[src/rtl/tlink_pkg.sv]
package tlink_pkg;
  localparam int unsigned BYTE_W = 8;
  localparam int unsigned SYM_W  = BYTE_W + 1;
  localparam int unsigned FLAG_BIT = BYTE_W;

  typedef struct packed {
    logic              is_data;
    logic [BYTE_W-1:0] payload;
  } tl_sym_t;
endpackage

[src/rtl/tlink_tx_enc.sv]
module tlink_tx_enc
  import tlink_pkg::*;
(
  input  logic             clk,
  input  logic             rst_n,
  input  logic             sym_valid,
  input  logic [SYM_W-1:0] sym,
  input  logic             far_blk,
  output logic             ready,
  output logic [SYM_W-1:0] line
);
  logic             acc;
  logic [SYM_W-1:0] line_q;
  logic [SYM_W-1:0] line_d;

  always_comb begin
    acc = sym_valid & ~far_blk;
  end

  // one toggle lane per wire
  for (genvar i = 0; i < SYM_W; i++) begin : g_lane
    assign line_d[i] = line_q[i] ^ sym[i];
  end

  always_ff @(posedge clk or negedge rst_n) begin
    if (!rst_n) begin
      line_q <= '0;
    end else if (acc) begin
      line_q <= line_d;
    end
  end

  assign ready = ~far_blk;
  assign line  = line_q;


  blocked_hold_chk: assert property (@(posedge clk) disable iff (!rst_n)
    far_blk |=> $stable(line_q));


  flag_toggle_chk: assert property (@(posedge clk) disable iff (!rst_n)
    (sym_valid && !far_blk && sym[FLAG_BIT]) |=> (line_q[FLAG_BIT] != $past(line_q[FLAG_BIT])));


  idle_hold_chk: assert property (@(posedge clk) disable iff (!rst_n)
    !sym_valid |=> $stable(line_q));
endmodule

[src/rtl/tlink_rx_dec.sv]
module tlink_rx_dec
  import tlink_pkg::*;
(
  input  logic             clk,
  input  logic             rst_n,
  input  logic [SYM_W-1:0] line_in,
  output logic             stb,
  output logic [SYM_W-1:0] stb_sym
);
  logic [SYM_W-1:0] prev_q;
  logic [SYM_W-1:0] diff;
  logic [SYM_W-1:0] sym_q;
  logic             stb_q;
  logic             hit;

  for (genvar i = 0; i < SYM_W; i++) begin : g_lane
    assign diff[i] = line_in[i] ^ prev_q[i];
  end

  always_comb begin
    hit = |diff;
  end

  always_ff @(posedge clk or negedge rst_n) begin
    if (!rst_n) begin
      prev_q <= '0;
      stb_q  <= 1'b0;
      sym_q  <= '0;
    end else begin
      prev_q <= line_in;
      stb_q  <= hit;
      if (hit) begin
        sym_q <= diff;
      end
    end
  end

  assign stb     = stb_q;
  assign stb_sym = sym_q;


  quiet_line_chk: assert property (@(posedge clk) disable iff (!rst_n)
    $stable(line_in) |=> !stb_q);


  strobe_nonnull_chk: assert property (@(posedge clk) disable iff (!rst_n)
    stb_q |-> (sym_q != '0));
endmodule

[src/rtl/tlink_rx_buf.sv]
module tlink_rx_buf
  import tlink_pkg::*;
#(
  parameter  int unsigned DEPTH = 8,
  localparam int unsigned OCC_W = $clog2(DEPTH + 1),
  localparam int unsigned PTR_W = (DEPTH > 1) ? $clog2(DEPTH) : 1
) (
  input  logic             clk,
  input  logic             rst_n,
  input  logic             wr_en,
  input  logic [SYM_W-1:0] wr_sym,
  input  logic             rd_take,
  input  logic [OCC_W-1:0] hwm,
  output logic             rd_valid,
  output logic [SYM_W-1:0] rd_sym,
  output logic             blk
);
  logic [SYM_W-1:0] mem [DEPTH];
  logic [PTR_W-1:0] wr_q, wr_d, rd_q, rd_d;
  logic [OCC_W-1:0] occ_q, occ_d;
  logic             full, pop, push;

  function automatic logic [PTR_W-1:0] ptr_step(input logic [PTR_W-1:0] p);
    return (p == PTR_W'(DEPTH - 1)) ? '0 : p + 1'b1;
  endfunction

  always_comb begin
    full = (occ_q == OCC_W'(DEPTH));
    pop  = rd_take && (occ_q != '0);
    push = wr_en && (!full || pop);
    wr_d = push ? ptr_step(wr_q) : wr_q;
    rd_d = pop  ? ptr_step(rd_q) : rd_q;
    unique case ({push, pop})
      2'b10:   occ_d = occ_q + 1'b1;
      2'b01:   occ_d = occ_q - 1'b1;
      default: occ_d = occ_q;
    endcase
  end

  always_ff @(posedge clk or negedge rst_n) begin
    if (!rst_n) begin
      wr_q  <= '0;
      rd_q  <= '0;
      occ_q <= '0;
    end else if (push || pop) begin
      wr_q  <= wr_d;
      rd_q  <= rd_d;
      occ_q <= occ_d;
    end
  end

  always_ff @(posedge clk) begin
    if (push) begin
      mem[wr_q] <= wr_sym;
    end
  end

  assign rd_valid = (occ_q != '0);
  assign rd_sym   = mem[rd_q];
  assign blk      = (occ_q >= hwm);


  occ_bound_chk: assert property (@(posedge clk) disable iff (!rst_n)
    occ_q <= OCC_W'(DEPTH));


  empty_take_chk: assert property (@(posedge clk) disable iff (!rst_n)
    ((occ_q == '0) && !wr_en) |=> (occ_q == '0));


  full_drop_chk: assert property (@(posedge clk) disable iff (!rst_n)
    ((occ_q == OCC_W'(DEPTH)) && !rd_take) |=> ((occ_q == OCC_W'(DEPTH)) && $stable(wr_q) && $stable(rd_q)));
endmodule

[src/rtl/tlink_codec.sv]
module tlink_codec
  import tlink_pkg::*;
#(
  parameter  int unsigned DEPTH       = 8,
  parameter  int unsigned SYNC_STAGES = 2,
  localparam int unsigned OCC_W       = $clog2(DEPTH + 1)
) (
  input  logic             clk,
  input  logic             rst_n,
  input  logic             tx_valid,
  input  logic [SYM_W-1:0] tx_sym,
  output logic             tx_ready,
  output logic [SYM_W-1:0] line_out,
  input  logic             far_blk_in,
  input  logic [SYM_W-1:0] line_in,
  input  logic [OCC_W-1:0] rx_hwm,
  output logic             rx_blk_out,
  output logic             rx_strobe,
  output logic [SYM_W-1:0] rx_strobe_sym,
  output logic             rx_valid,
  output logic [SYM_W-1:0] rx_sym,
  input  logic             rx_take
);
  logic [SYNC_STAGES-1:0] rst_pipe;
  logic                   rst_core_n;

  always_ff @(posedge clk or negedge rst_n) begin
    if (!rst_n) begin
      rst_pipe <= '0;
    end else begin
      rst_pipe <= SYNC_STAGES'({rst_pipe, 1'b1});
    end
  end

  assign rst_core_n = rst_pipe[SYNC_STAGES-1];

  tlink_tx_enc u_tx (
    .clk       (clk),
    .rst_n     (rst_core_n),
    .sym_valid (tx_valid),
    .sym       (tx_sym),
    .far_blk   (far_blk_in),
    .ready     (tx_ready),
    .line      (line_out)
  );

  tlink_rx_dec u_dec (
    .clk     (clk),
    .rst_n   (rst_core_n),
    .line_in (line_in),
    .stb     (rx_strobe),
    .stb_sym (rx_strobe_sym)
  );

  tlink_rx_buf #(.DEPTH(DEPTH)) u_buf (
    .clk      (clk),
    .rst_n    (rst_core_n),
    .wr_en    (rx_strobe),
    .wr_sym   (rx_strobe_sym),
    .rd_take  (rx_take),
    .hwm      (rx_hwm),
    .rd_valid (rx_valid),
    .rd_sym   (rx_sym),
    .blk      (rx_blk_out)
  );
endmodule

[config.mk]
export PLATFORM = sky130hd
export DESIGN_NAME = tlink_codec
export DESIGN_NICKNAME = d
export VERILOG_FILES = /design/src/rtl/tlink_pkg.sv /design/src/rtl/tlink_tx_enc.sv /design/src/rtl/tlink_rx_dec.sv /design/src/rtl/tlink_rx_buf.sv /design/src/rtl/tlink_codec.sv
export SDC_FILE = /design/constraint.sdc
export NUM_CORES = 1
export LEC_CHECK = 0
export CAP_MARGIN = 20
export CORE_MARGIN = 2
export CORE_UTILIZATION = 30
export CTS_CLUSTER_DIAMETER = 150
export DETAILED_ROUTE_END_ITERATION = 8
export PLACE_DENSITY = 0.45
export SKIP_LAST_GASP = 1
export SLEW_MARGIN = 20
export SYNTH_ARGS = -nofsm -noshare
export SYNTH_HDL_FRONTEND = slang
export SYNTH_HIERARCHICAL = 1
export SYNTH_SLANG_ARGS = --single-unit
[constraint.sdc]
create_clock -name clk -period 2.4 [get_ports clk]
set_input_delay 0.72 -clock clk [delete_from_list [all_inputs] [get_ports clk]]
set_output_delay 0.72 -clock clk [all_outputs]
set_load 0.05 [all_outputs]
==> impl_metrics.py, run 1 <==
metrics = {
    "status": {
        "status": "complete, but fails checks",
        "violations": "negative setup slack",
    },
    "route": {
        "postRouteAntennaNets": 0,
        "wl_mm": 8.82,
        "drc": 0,
        "viasPerCell": 4.57,
        "wl_per_cell_um": 16.4,
        "drtPass1Iterations": 4,
        "vias": 2461,
        "drt-initial-drc-count": 200,
    },
    "timing": {
        "worst_slack_ns": -0.216,
        "hold_viol_final": 0,
        "slew_headroom_pct": 54.5,
        "slew_violations": 0,
        "whs_ns": 0.294,
        "min_period_ns": 2.62,
        "tightest_slew_ns": 0.683,
        "max_freq_mhz": 382,
        "finalSetupTns_ns": -1.94,
        "skew_ns": 0.00570,
        "rsz0062_at_grt": "true",
        "fin_crit_sh_pct": 109,
        "finalSetupViolations": 10,
    },
    "synthesis": {
        "yosysTopAreaCell": "edfxtp_1",
        "synth_cells": 259,
        "ys_seq_area_share_pct": 68.9,
        "synth_edf_count": 72,
        "synth_ff_type": "edfxtp_1",
        "async_flop_share_pct": 35.7,
        "synthTopCellsByCount": "edfxtp_1 (72), dfrtp_1 (40), xnor2_1 (19), mux4_2 (18), mux2_2 (12)",
        "yosysMostFrequentCell": "edfxtp_1",
        "syn-cell-area_um2": 4590,
        "ys_ff_latch": 112,
        "synth_area_leaders": "edfxtp_1 (47%), dfrtp_1 (22%), mux4_2 (8.8%), xnor2_1 (3.6%), ha_1 (3.0%)",
        "syn_area_per_cell_um2": 17.7,
        "synth_nets": 298,
        "ys_warn_count": 6,
        "synth_top_area_share_pct": 47.1,
        "synthDistinctLibCells": 39,
    },
    "worst_setup_path": {
        "critical_path_arrival_ns": 1.90,
        "critPathCaptureType": "primary output",
        "required_ns": 1.68,
        "worst_setup_path_start_kind": "flop",
        "path_max_fanout": 6,
        "criticalPathCategory": "flop to primary output",
    },
    "global_route": {
        "overflow": 0,
        "grt_max_degree": 39,
        "grt_pass1_wl_mm": 14.4,
        "met3_usage_pct": 4.55,
        "top_usage_layer": "met2",
        "grtUsageMet2_pct": 19.8,
        "gr-usage-met1_pct": 14.5,
        "gr-usage-all-layers_pct": 11.9,
        "grt_pass1_vias": 2668,
        "antenna_found_initial": 0,
    },
    "die": {
        "die_w_um": 128,
        "rows": 45,
        "io_pins": 58,
        "die_y_um": 128,
        "coreArea_um2": 15100,
        "fp.dieArea_um2": 16300,
        "initial_core_util_pct": 30.4,
    },
    "power": {
        "internal-power_uw": 5040,
        "pwr-share-comb_pct": 45.5,
        "leakagePower_uw": 0.00221,
        "p_switching_uw": 2910,
        "swShare_pct": 36.6,
        "power_frac_seq_pct": 37.8,
        "p_clk_share_pct": 16.7,
        "ir_drop_mv": 0.622,
        "power_per_cell_area_nw_per_um2": 1340,
    },
    "finish": {
        "fill_cells": 1433,
        "drive_gt1_share_pct": 30.9,
        "area_delta_synth_final_pct": 29.2,
        "fin_cells": 538,
        "diodes": 0,
        "nets": 384,
    },
    "cts": {
        "clkTransAtPathRegs_ns": 0.07,
        "cts_tree": "done",
        "cts-root-buf": "clkbuf_16",
        "numClockSinks": 112,
        "cts_max_level": 3,
        "clock_latency_ns": 0.34,
        "cts_hold_buffers": 0,
        "clockBufferDepth": 2,
        "cts_buffers": 9,
    },
    "place": {
        "dp_hpwl_mm": 5.83,
        "dp.cells": 519,
        "port-buffer-count": 57,
        "place.gp.congestion": 0.696,
    },
    "hold_path": {
        "hold_path_class": "flop to async pin",
    },
    "flow_run": {
        "max-cap-violations": 0,
    },
}
worst paths after layout:
path,from,to,depth (start not counted),slack [ns]
max reg2reg,u_buf/occ_q[0],u_buf/wr_q[0],6,0.24
max,u_buf/rd_q[0],rx_sym[4],4,-0.22
min reg2reg,rst_pipe[1],u_dec/stb_sym[5],1,0.29
min,rst_pipe[1],u_dec/stb_sym[5],1,0.29
max in group asynchronous,rst_pipe[1],u_buf/occ_q[1],1,1.74
min in group clk,rst_pipe[0],rst_pipe[1],0,0.36
kinds of logic after synthesis:
group                    synth area share, %
flip-flops                              68.9
AND/OR/NAND/NOR                         5.45
multiplexers                            12.4
AO/OA/AOI/OAI                           4.01
XOR/XNOR                                4.17
buffers and inverters                   1.55
adder cells (fa/ha/maj)                 3.43
other                                 0.0817
power groups by stage:
| stage | Combinational, uW | Clock (uW) | Sequential [uW] |
|---|---|---|---|
| after detailed placement | 3330 | 0 | 3030 |
| after global placement | 3320 | 0 | 3010 |
| after floorplan | 1950 | 0 | 3240 |
| after CTS | 3660 | 1380 | 3000 |
| after global routing | 3860 | 1470 | 3080 |
| final | 3620 | 1320 | 3010 |
routing by layer:
metal	part of all wire, %	routed length (um)
met4	1.5	128
met1	44	3920
met3	5.6	491
met2	49	4290
met5	0	0
final cells by class:
cell class	instances	area, um^2	area share, %
clock buffers	12	236	3.99
clock inverters	4	21.3	0.358
inverters	11	41.3	0.696
multi-input cells	130	1420	24.0
flip-flops and latches	112	3170	53.4
well taps	188	235	3.96
repair buffers	81	812	13.7
state kept, by name (all words and copies together) (netlist names):
| register | count |
|---|---|
| rst_pipe | 2 |
| u_buf/mem | 72 |
| u_buf/occ_q | 4 |
| u_buf/rd_q | 3 |
| u_buf/wr_q | 3 |
| u_dec/prev_q | 9 |
| u_dec/stb | 1 |
| u_dec/stb_sym | 9 |
| u_tx/line | 9 |
per-stage QoR:
step	worst slack, ns	utilization, %	total power, uW	area, um^2
2_1_floorplan	0.000631	-	5200	4600
3_3_place_gp	-0.563	36.7	6340	5530
3_5_place_dp	-0.602	36.7	6360	5530
4_1_cts	-0.303	39.2	8040	5920
5_1_grt	-0.289	39.3	8410	5930
6_report	-0.216	39.3	7950	5930
timing repair:
action	CTS	global route
gates cloned	1	0
endpoints found under the setup margin	11	10
buffers inserted	3	1
pin swaps	6	5
hold endpoints to repair	0	0
resized for setup	25	15
critical path: stages (launching register included):
cell	delay (ns)
dfrtp_2	0.43
buf_8	0.16
mux4_2	0.52
mux2_4	0.29
buf_8	0.15
layout by cell type (no fill, tap or decap), drive strengths merged, types with 2 or more instances in the layout:
| master | Yosys | routed |
|---|---|---|
| clkdlybuf4s50 | 0 | 32 |
| nand3b | 9 | 9 |
| a21oi | 2 | 2 |
| o41ai | 7 | 7 |
| clkinv | 0 | 2 |
| clkbuf | 1 | 13 |
| nand2 | 9 | 9 |
| nand2b | 3 | 3 |
| o211ai | 2 | 2 |
| ha | 11 | 11 |
| xnor2 | 20 | 20 |
| mux2 | 14 | 14 |
| buf | 5 | 47 |
| o21ai | 2 | 2 |
| nand4 | 2 | 2 |
| nor3 | 5 | 5 |
| inv | 11 | 11 |
| dfrtp | 40 | 40 |
| mux4 | 18 | 18 |
| edfxtp | 72 | 72 |
| o31ai | 4 | 4 |
| nand3 | 3 | 3 |
| nor2 | 6 | 6 |
| clkinvlp | 0 | 2 |
| a21o | 4 | 4 |
Power figures use the tool's default switching activity.
==> run 2, diff against run 1 <==
--- a/config.mk
+++ b/config.mk
@@ -5,6 +5,7 @@
 export SDC_FILE = /design/constraint.sdc
 export NUM_CORES = 1
 export LEC_CHECK = 0
+export ABC_AREA = 1
 export CAP_MARGIN = 20
 export CORE_MARGIN = 2
 export CORE_UTILIZATION = 30
==> impl_metrics.py, run 2 <==
metrics = {
    "status": {
        "status": "completed",
    },
    "cts": {
        "cts_buffers": 9,
        "cts_max_level": 3,
        "cts_tree": "done",
        "cts-root-buf": "clkbuf_16",
        "numClockSinks": 112,
        "cts_hold_buffers": 0,
        "clock_latency_ns": 0.35,
        "clkTransAtPathRegs_ns": 0.08,
        "clockBufferDepth": 2,
    },
    "synthesis": {
        "yosysTopAreaCell": "edfxtp_1",
        "ys_seq_area_share_pct": 63.8,
        "syn_area_per_cell_um2": 10.6,
        "synth_cells": 467,
        "synth_nets": 506,
        "synth_area_leaders": "edfxtp_1 (44%), dfrtp_1 (20%), nand2_1 (6.7%), nor2_1 (5.0%), o21ai_0 (3.8%)",
        "synth_ff_type": "edfxtp_1",
        "async_flop_share_pct": 35.7,
        "ys_ff_latch": 112,
        "synth_edf_count": 72,
        "ys_warn_count": 6,
        "synthDistinctLibCells": 31,
        "syn-cell-area_um2": 4960,
        "yosysMostFrequentCell": "nand2_1",
        "synth_top_area_share_pct": 43.6,
        "synthTopCellsByCount": "nand2_1 (89), edfxtp_1 (72), nor2_1 (66), inv_1 (45), dfrtp_1 (40)",
    },
    "finish": {
        "area_delta_synth_final_pct": 27.1,
        "final_cell_mix": "nand2_1 (88), edfxtp_1 (72), nor2_1 (65)",
        "layout_commonest_cell": "nand2_1",
        "design_area_um2": 6300,
        "diodes": 0,
        "nets": 590,
        "drive_gt1_share_pct": 19.6,
        "largest_reg_flops": 72,
        "top_register": "u_buf/mem",
        "fill_cells": 1660,
    },
    "place": {
        "place.gp.congestion": 0.787,
        "dpl_worst_slack_ns": -0.381,
        "port-buffer-count": 57,
        "place_area_um2": 5870,
        "dp_hpwl_mm": 7.82,
    },
    "worst_setup_path": {
        "critical_path_arrival_ns": 1.66,
        "ff2ff_setup_slack_ns": 0.45,
        "reg2reg_depth": 13,
        "cpPeakStageDelay_ns": 0.47,
        "criticalPathCategory": "flop to primary output",
        "path_max_fanout": 16,
        "rr_endpoint": "u_buf/occ_q[3]",
        "required_ns": 1.68,
        "rr_startpoint": "u_buf/occ_q[1]",
        "path_cells": "buf_8, nor2_1, nor2_1, o21ai_0, o21ai_1, nand2_1, nand2_1, buf_4",
        "critPathCaptureType": "primary output",
        "cp_slowest_cell": "dfrtp_2",
        "worst_setup_path_start_kind": "flop",
    },
    "die": {
        "die_y_um": 133,
        "initial_core_util_pct": 30.3,
        "coreArea_um2": 16300,
        "rows": 47,
        "fp.dieArea_um2": 17600,
        "die_w_um": 133,
        "io_pins": 58,
    },
    "route": {
        "drc": 0,
        "postRouteAntennaNets": 0,
        "drtPass1Iterations": 4,
        "viasPerCell": 4.50,
        "drt-initial-drc-count": 233,
        "vias": 3491,
        "wl_mm": 11.4,
        "wl_per_cell_um": 14.6,
    },
    "flow_run": {
        "max-cap-violations": 0,
    },
    "timing": {
        "tightest_slew_ns": 0.891,
        "fin_crit_sh_pct": 99.0,
        "min_period_ns": 2.38,
        "slew_headroom_pct": 40.6,
        "worst_slack_ns": 0.0235,
        "skew_ns": 0.00759,
        "finalSetupViolations": 0,
        "max_freq_mhz": 421,
        "slew_violations": 0,
        "hold_viol_final": 0,
        "rsz0062_at_grt": "true",
    },
    "global_route": {
        "grt_pass1_vias": 3551,
        "antenna_found_initial": 0,
        "grt_pass1_wl_mm": 18.7,
        "grt_max_degree": 39,
        "gr-usage-all-layers_pct": 13.7,
        "overflow": 0,
    },
    "hold_path": {
        "min_to": "rst_pipe[1]",
        "hold_start": "rst_pipe[0]",
        "holdPathStages": 0,
        "hold_path_class": "flop to flop",
    },
    "power": {
        "swShare_pct": 41.2,
        "power_per_cell_area_nw_per_um2": 1250,
        "p_switching_uw": 3250,
        "p_clk_share_pct": 18.6,
        "leakagePower_uw": 0.00263,
        "p_total_uw": 7890,
        "power_frac_seq_pct": 35.9,
        "pwr-share-comb_pct": 45.5,
        "internal-power_uw": 4640,
        "ir_drop_mv": 0.584,
    },
}
## run 2: metal layers
metal	up-vias	share of wire, %	track usage (%)
li1	1727	-	-
met1	1681	47	18.4
met2	67	47	22.0
met3	16	3.8	2.41
met4	0	1.9	5.56
met5	-	0	0
## run 2: area by class of cell
class / instances / area, um^2 / share of cell area [%]
Sequential cell: 112 / 3170 / 50.2
Tap cell: 220 / 275 / 4.37
Timing Repair Buffer: 89 / 861 / 13.7
Clock buffer: 10 / 239 / 3.79
Multi-Input combinational cell: 291 / 1530 / 24.2
Inverter: 48 / 185 / 2.94
Clock inverter: 6 / 51.3 / 0.814
## run 2: worst max path at each step
stage                  start    endpoint  depth (start not counted)
2_1_floorplan      rx_hwm[1]  rx_blk_out                          6
5_1_grt        u_buf/rd_q[0]   rx_sym[8]                          8
6_report       u_buf/rd_q[0]   rx_sym[5]                          8
4_1_cts        u_buf/rd_q[0]   rx_sym[8]                          8
3_5_place_dp       rx_hwm[1]  rx_blk_out                          8
3_3_place_gp       rx_hwm[1]  rx_blk_out                          8
## run 2: critical path, delay by kind of cell, from the launching register on
| family | cells | cell delay (ns) |
|---|---|---|
| flops | 1 | 0.47 |
| simple gates | 4 | 0.28 |
| buf+inv | 2 | 0.36 |
| compound gates | 2 | 0.19 |
## run 2: per-stage QoR
stage | util, % | hold WS, ns | cells | setup TNS (ns)
floorplan | - | 0.331 | 467 | 0
global placement | 35.9 | 0.338 | 758 | -0.378
detailed placement | 35.9 | 0.341 | 758 | -0.381
CTS | 38.1 | 0.358 | 774 | -0.0376
global route | 38.6 | 0.360 | 776 | -0.625
finish | 38.6 | 0.353 | 776 | 0
## run 2: logic make-up after synthesis
kind of cell | share of synthesized area [%]
AND/OR/NAND/NOR | 19.2
flip-flops | 63.8
AO/OA/AOI/OAI | 6.74
buffers and inverters | 6.54
adder cells (fa/ha/maj) | 3.18
XOR/XNOR | 0.530
other | 0.0756
## run 2: timing repair
action                                  4_1_cts  5_1_grt
endpoints found under the hold margin         0        0
pin swaps                                     5        3
endpoints found under the setup margin       10       10
setup buffers                                 0        1
resized for setup                            21       21
cloned                                        0        1
## run 2: power by group through the flow
stage	logic (uW)	clock network (uW)	registers, uW
after global placement	3320	0	2850
after detailed placement	3350	0	2860
after floorplan	2060	0	2960
after global routing	3940	1610	2890
final	3590	1470	2830
after CTS	3440	1530	2830
